<file path="config.mk">
export PLATFORM = sky130hd
export DESIGN_NAME = csync_rx
export DESIGN_NICKNAME = d
export VERILOG_FILES = /design/src/rtl/csync_rx_pkg.sv /design/src/rtl/csync_rx_clkgen.sv /design/src/rtl/csync_rx_shift.sv /design/src/rtl/csync_rx_flags.sv /design/src/rtl/csync_rx.sv
export SDC_FILE = /design/constraint.sdc
export NUM_CORES = 1
export LEC_CHECK = 0
export CAP_MARGIN = 20
export CORE_UTILIZATION = 53
export DETAILED_ROUTE_END_ITERATION = 7
export PLACE_DENSITY = 0.89
export REMOVE_ABC_BUFFERS = 1
export SLEW_MARGIN = 20
export SYNTH_ARGS = -nofsm -noshare
export SYNTH_HDL_FRONTEND = slang
export SYNTH_SLANG_ARGS = --single-unit
export TNS_END_PERCENT = 5
</file>
<file path="constraint.sdc">
create_clock -name clk -period 3.3 [get_ports clk]
set_input_delay 0.66 -clock clk [delete_from_list [all_inputs] [get_ports clk]]
set_output_delay 0.66 -clock clk [all_outputs]
set_load 0.01 [all_outputs]
</file>
<file path="src/rtl/csync_rx_pkg.sv">
package csync_rx_pkg;

    localparam int FRAME_BITS = 8;
    localparam int CNT_W      = $clog2(FRAME_BITS);

    typedef logic [FRAME_BITS-1:0] rx_word_t;

    typedef struct packed {
        logic full;
        logic ovr;
    } rx_flags_t;

    typedef struct packed {
        logic     valid;
        rx_word_t word;
    } frame_evt_t;

    // New bit enters at the top; after a full frame the first bit sits at bit 0.
    function automatic rx_word_t push_lsb_first(input rx_word_t sh, input logic b);
        return {b, sh[FRAME_BITS-1:1]};
    endfunction

endpackage

</file>
<file path="src/rtl/csync_rx_clkgen.sv">
module csync_rx_clkgen #(
    parameter int HALF_PERIOD = 4,
    parameter int SYNC_STAGES = 2
) (
    input  logic clk,
    input  logic rst,
    input  logic int_sel,
    input  logic rx_en,
    input  logic sclk_in,
    input  logic sdata_in,
    output logic sclk_out,
    output logic bit_stb,
    output logic bit_val
);

    localparam int DIV_W = (HALF_PERIOD > 1) ? $clog2(HALF_PERIOD) : 1;

    logic [DIV_W-1:0]     div_cnt;
    logic                 sclk_int;
    logic                 sclk_q;
    logic                 running;
    logic [SYNC_STAGES:0] ck_pipe;
    logic [SYNC_STAGES-1:0] dt_pipe;
    logic                 ext_rise;
    logic                 int_rise;

    assign running = int_sel & rx_en;

    always_ff @(posedge clk) begin
        if (rst || !running) begin
            div_cnt  <= '0;
            sclk_int <= 1'b1;
        end else if (div_cnt == DIV_W'(HALF_PERIOD - 1)) begin
            div_cnt  <= '0;
            sclk_int <= ~sclk_int;
        end else begin
            div_cnt  <= div_cnt + 1'b1;
        end
    end

    always_ff @(posedge clk) begin
        if (rst) sclk_q <= 1'b1;
        else     sclk_q <= sclk_int;
    end

    always_ff @(posedge clk) begin
        if (rst) begin
            ck_pipe[0] <= 1'b1;
            dt_pipe[0] <= 1'b0;
        end else begin
            ck_pipe[0] <= sclk_in;
            dt_pipe[0] <= sdata_in;
        end
    end

    for (genvar g = 1; g <= SYNC_STAGES; g++) begin : g_ck_sync
        always_ff @(posedge clk) begin
            if (rst) ck_pipe[g] <= 1'b1;
            else     ck_pipe[g] <= ck_pipe[g-1];
        end
    end

    for (genvar g = 1; g < SYNC_STAGES; g++) begin : g_dt_sync
        always_ff @(posedge clk) begin
            if (rst) dt_pipe[g] <= 1'b0;
            else     dt_pipe[g] <= dt_pipe[g-1];
        end
    end

    assign ext_rise = ck_pipe[SYNC_STAGES-1] & ~ck_pipe[SYNC_STAGES];
    assign int_rise = sclk_int & ~sclk_q;
    assign bit_stb  = int_sel ? int_rise : ext_rise;
    assign bit_val  = dt_pipe[SYNC_STAGES-1];
    assign sclk_out = sclk_int;

    AST_IDLE_CLK_HIGH: assert property (@(posedge clk) disable iff (rst)
        !running |=> sclk_int) else $error("idle bit clock not high");

endmodule

</file>
<file path="src/rtl/csync_rx_shift.sv">
module csync_rx_shift
    import csync_rx_pkg::*;
(
    input  logic       clk,
    input  logic       rst,
    input  logic       rx_en,
    input  logic       blocked,
    input  logic       bit_stb,
    input  logic       bit_val,
    output frame_evt_t evt
);

    logic [CNT_W-1:0] cnt;
    rx_word_t         sh;
    logic             take;
    logic             last;

    assign take = rx_en & bit_stb & ~blocked;
    assign last = (cnt == CNT_W'(FRAME_BITS - 1));

    always_ff @(posedge clk) begin
        if (rst || !rx_en) begin
            cnt <= '0;
            sh  <= '0;
        end else if (take) begin
            sh  <= push_lsb_first(sh, bit_val);
            cnt <= last ? '0 : cnt + 1'b1;
        end
    end

    assign evt.valid = take & last;
    assign evt.word  = push_lsb_first(sh, bit_val);

    AST_ABORT_CLEARS: assert property (@(posedge clk) disable iff (rst)
        !rx_en |=> (cnt == '0)) else $error("partial frame kept");

    AST_BLOCK_FREEZE: assert property (@(posedge clk) disable iff (rst)
        (blocked && rx_en) |=> $stable(cnt)) else $error("bit taken while blocked");

endmodule

</file>
<file path="src/rtl/csync_rx_flags.sv">
module csync_rx_flags
    import csync_rx_pkg::*;
(
    input  logic       clk,
    input  logic       rst,
    input  frame_evt_t evt,
    input  logic       wr_stat,
    input  logic       wr_full_v,
    input  logic       wr_ovr_v,
    input  logic       rie,
    input  logic       ext_err,
    output rx_word_t   rx_data,
    output rx_flags_t  flags,
    output logic       blocked,
    output logic       irq_rx,
    output logic       irq_err
);

    rx_flags_t flags_d;
    rx_word_t  data_d;

    always_comb begin
        flags_d = flags;
        data_d  = rx_data;
        if (wr_stat) begin
            if (!wr_full_v) flags_d.full = 1'b0;
            if (!wr_ovr_v)  flags_d.ovr  = 1'b0;
        end
        if (evt.valid) begin
            if (flags.full) begin
                flags_d.ovr = 1'b1;
            end else begin
                data_d       = evt.word;
                flags_d.full = 1'b1;
            end
        end
    end

    always_ff @(posedge clk) begin
        if (rst) begin
            flags   <= '0;
            rx_data <= '0;
        end else begin
            flags   <= flags_d;
            rx_data <= data_d;
        end
    end

    assign blocked = flags.ovr | ext_err;
    assign irq_rx  = rie & flags.full & ~flags.ovr;
    assign irq_err = rie & (flags.ovr | ext_err);

    AST_OVR_DATA_HELD: assert property (@(posedge clk) disable iff (rst)
        $rose(flags.ovr) |-> $stable(rx_data)) else $error("data changed on overrun");

    AST_OVR_NEEDS_FULL: assert property (@(posedge clk) disable iff (rst)
        $rose(flags.ovr) |-> $past(flags.full)) else $error("overrun without full");

    AST_LOAD_SETS_FULL: assert property (@(posedge clk) disable iff (rst)
        (evt.valid && !flags.full) |=> (flags.full && rx_data == $past(evt.word)))
        else $error("frame not loaded");

endmodule

</file>
<file path="src/rtl/csync_rx.sv">
module csync_rx
    import csync_rx_pkg::*;
#(
    parameter int HALF_PERIOD = 4,
    parameter int SYNC_STAGES = 2
) (
    input  logic       clk,
    input  logic       rst,
    input  logic       rx_en,
    input  logic       int_clk_sel,
    input  logic       sclk_in,
    output logic       sclk_out,
    input  logic       sdata_in,
    input  logic       rie,
    input  logic       fer_in,
    input  logic       per_in,
    input  logic       wr_stat,
    input  logic       wr_full_v,
    input  logic       wr_ovr_v,
    output logic [7:0] rx_data,
    output logic       rx_full,
    output logic       rx_ovr,
    output logic       irq_rx,
    output logic       irq_err
);

    logic       bit_stb;
    logic       bit_val;
    logic       blocked;
    frame_evt_t evt;
    rx_flags_t  flags;
    rx_word_t   data_q;

    csync_rx_clkgen #(
        .HALF_PERIOD (HALF_PERIOD),
        .SYNC_STAGES (SYNC_STAGES)
    ) u_clkgen (
        .clk      (clk),
        .rst      (rst),
        .int_sel  (int_clk_sel),
        .rx_en    (rx_en),
        .sclk_in  (sclk_in),
        .sdata_in (sdata_in),
        .sclk_out (sclk_out),
        .bit_stb  (bit_stb),
        .bit_val  (bit_val)
    );

    csync_rx_shift u_shift (
        .clk     (clk),
        .rst     (rst),
        .rx_en   (rx_en),
        .blocked (blocked),
        .bit_stb (bit_stb),
        .bit_val (bit_val),
        .evt     (evt)
    );

    csync_rx_flags u_flags (
        .clk       (clk),
        .rst       (rst),
        .evt       (evt),
        .wr_stat   (wr_stat),
        .wr_full_v (wr_full_v),
        .wr_ovr_v  (wr_ovr_v),
        .rie       (rie),
        .ext_err   (fer_in | per_in),
        .rx_data   (data_q),
        .flags     (flags),
        .blocked   (blocked),
        .irq_rx    (irq_rx),
        .irq_err   (irq_err)
    );

    assign rx_data = data_q;
    assign rx_full = flags.full;
    assign rx_ovr  = flags.ovr;

    AST_IRQ_NOT_ON_OVR: assert property (@(posedge clk) disable iff (rst)
        !(irq_rx && rx_ovr)) else $error("data irq during overrun");

endmodule

</file>
==> out/qor.csv <==
metric;value;unit
clkSlewWorstSetupHoldPaths;0.09;ns
drt_iter0_markers;7;
cts_buffers;5;
place_inst;163;
grt_max_degree;17;
final_common_cell;dfxtp_1;
synth-seq-area-share;0.486;
worst_ep_required_time;2.64;ns
critPathMaxFanout;3;
status;finished, final reports clean;
regArea;581;sq um
postCtsSetupBuffers;0;
die_y;49.5;microns
place_area;0.00144;sq mm
yosysTopAreaCell;dfxtp_1;
cp-start-kind;primary input;
p_leak;0.619;nW
grt_use_total;0.191;
worst_slack;0.758;ns
drc;0;
fill_cells;154;
dr.pass1.iters;4;
start_util;0.585;
diodes;0;
vias;861;
antenna_found_initial;0;
die_x;49.5;microns
core_area;0.00204;sq mm
fin_setup_tns;0;ns
port_buffers;24;
place.gp.congestion;0.667;
ioPinCount;25;
hp-class;register to register;
synth.area.top_cells;dfxtp_1 49%, mux2i_1 15%, nand2b_1 10%;
cts_tree;built;
ys_seq_elements;29;
yosys_warnings;0;
crit_slowest_cell;clkdlybuf4s50_1;
htree_levels;2;
cap_violations;0;
overflow;0;
cts_hold_buf;0;
vdd_drop_max;312;uV
fin_crit_sh;0.770;
antenna_left;0;
crit_arrival;1.88;ns
crit_type;primary input to output port;
place_hpwl;1440;microns
end_kind;output port;
hold_violations;0;
cpMostUsedCell;clkdlybuf4s50_1;
fin_skew;0.00352;ns
yosys.area.top_type_share;0.486;
p_per_area;417;mW/mm^2
setup_viol;0;
numClockSinks;29;
routed_wl;2030;microns
whs;0.433;ns
rsz0062_at_grt;false;
cp_slowest_stage_delay;0.48;ns
routedWlPerCell;11.9;microns
crit_chain;clkdlybuf4s50_1, nor3_2, nor2b_1, clkdlybuf4s50_1;
syn_to_final_growth;26.7;%
synth_cell_type_count;25;
first_global_vias;818;
fin_cells;171;
stdcell_area;0.00151;sq mm
syn_area_per_cell;10.3;sq um
root_buffer;clkbuf_4;
dieArea;0.00245;sq mm
final_cell_mix;29 x dfxtp_1, 24 x clkdlybuf4s50_1, 19 x nand2b_1;
pre_cts_slack;0.756;ns
cts_buffer_depth;2;
multi_input_area;569;sq um
layout-drive-gt1-share;0.118;
worst_slew_pin_slew;0.780;ns
fmax;0.393;GHz
routed_via_density;5.04;
synth_area;0.00119;sq mm
netlist_instances;116;
max-slew-margin-rel;0.479;
drv_slew;0;
period_needed;2.54;ns
grt_pass1_wl;3390;microns
clk_latency;0.32;ns
fin_nets;158;
postCtsResizedCells;0;
rows;16;
## routing by layer
metal,share of wire,GRT usage,routed length (microns),vias to the layer above
met3,0.067,0.102,136,5
met1,0.44,0.202,898,390
met2,0.48,0.313,968,27
li1,-,-,-,439
met4,0.014,0.0857,28,0
met5,0,0,0,-
## Yosys cell counts
| cell | count |
|---|---|
| nand3b_1 | 1 |
| nand2_1 | 16 |
| or2_2 | 4 |
| inv_1 | 1 |
| nand3_1 | 1 |
| dfxtp_1 | 29 |
| nor3_1 | 1 |
| and3b_1 | 1 |
| buf_6 | 2 |
| o22ai_1 | 1 |
| mux2i_1 | 18 |
| nand2b_1 | 19 |
| nor3b_2 | 1 |
| o211ai_2 | 1 |
| ha_1 | 3 |
| nor2_1 | 2 |
| o31ai_1 | 1 |
| nor3_2 | 1 |
| o2111a_1 | 1 |
| xnor2_1 | 1 |
| buf_2 | 1 |
| clkbuf_2 | 1 |
| nor3b_1 | 1 |
| clkbuf_1 | 2 |
| nor2b_1 | 6 |
## path summary, 6_finish.rpt
check        depth (start not counted)                  end  slack (ns)                 from
max reg2reg                          5   u_flags.rx_data[2]        1.47       u_shift.cnt[0]
max                                  4              irq_err        0.76               per_in
min                                  1  u_clkgen.ck_pipe[1]        0.43  u_clkgen.ck_pipe[0]
min reg2reg                          1  u_clkgen.ck_pipe[1]        0.43  u_clkgen.ck_pipe[0]
## layout make-up
cell class	count	share of cell area
flip-flops and latches	29	0.384
multi-input cells	80	0.376
repair buffers	26	0.169
clock buffers	7	0.0430
well taps	27	0.0223
clock inverters	1	0.00331
inverters	1	0.00248
## stage by stage
stage	total power, mW	utilization
global route	0.657	0.741
detailed placement	0.397	0.706
floorplan	0.374	-
finish	0.630	0.741
CTS	0.636	0.741
global placement	0.396	0.706
## cell families after synthesis
logic type	count (synthesis)	synth area share
DFF	29	0.486
adders and majority gates	3	0.0314
xor gates and xnor gates	1	0.00734
AOI/OAI and AO/OA	4	0.0314
and+or+nand+nor	54	0.256
muxes	18	0.151
buffers and inverters	7	0.0367
## worst max-delay path, delay by kind of cell
kind                   cells  cell delay [ns]
buffers and inverters      2             0.89
AND/OR/NAND/NOR            2             0.34
## where the power goes
part	switching, mW	internal, mW	leakage, nW	total (mW)
Combinational	0.0132	0.0218	0.343	0.0350
Clock	0.118	0.123	0.0413	0.241
Sequential	0.00116	0.353	0.235	0.354
Total	0.132	0.498	0.619	0.630
## flip-flops by register name (all words and copies together), names as in the netlist
signal / count
u_shift.cnt: 3
u_flags.rx_data: 8
u_shift.sh: 7
u_clkgen.div_cnt: 2
u_clkgen.ck_pipe: 3
u_clkgen.bit_val: 1
u_flags.flags: 2
u_clkgen.sclk_q: 1
u_clkgen.dt_pipe: 1
u_clkgen.sclk_out: 1
(Power assumes the default switching activity.)
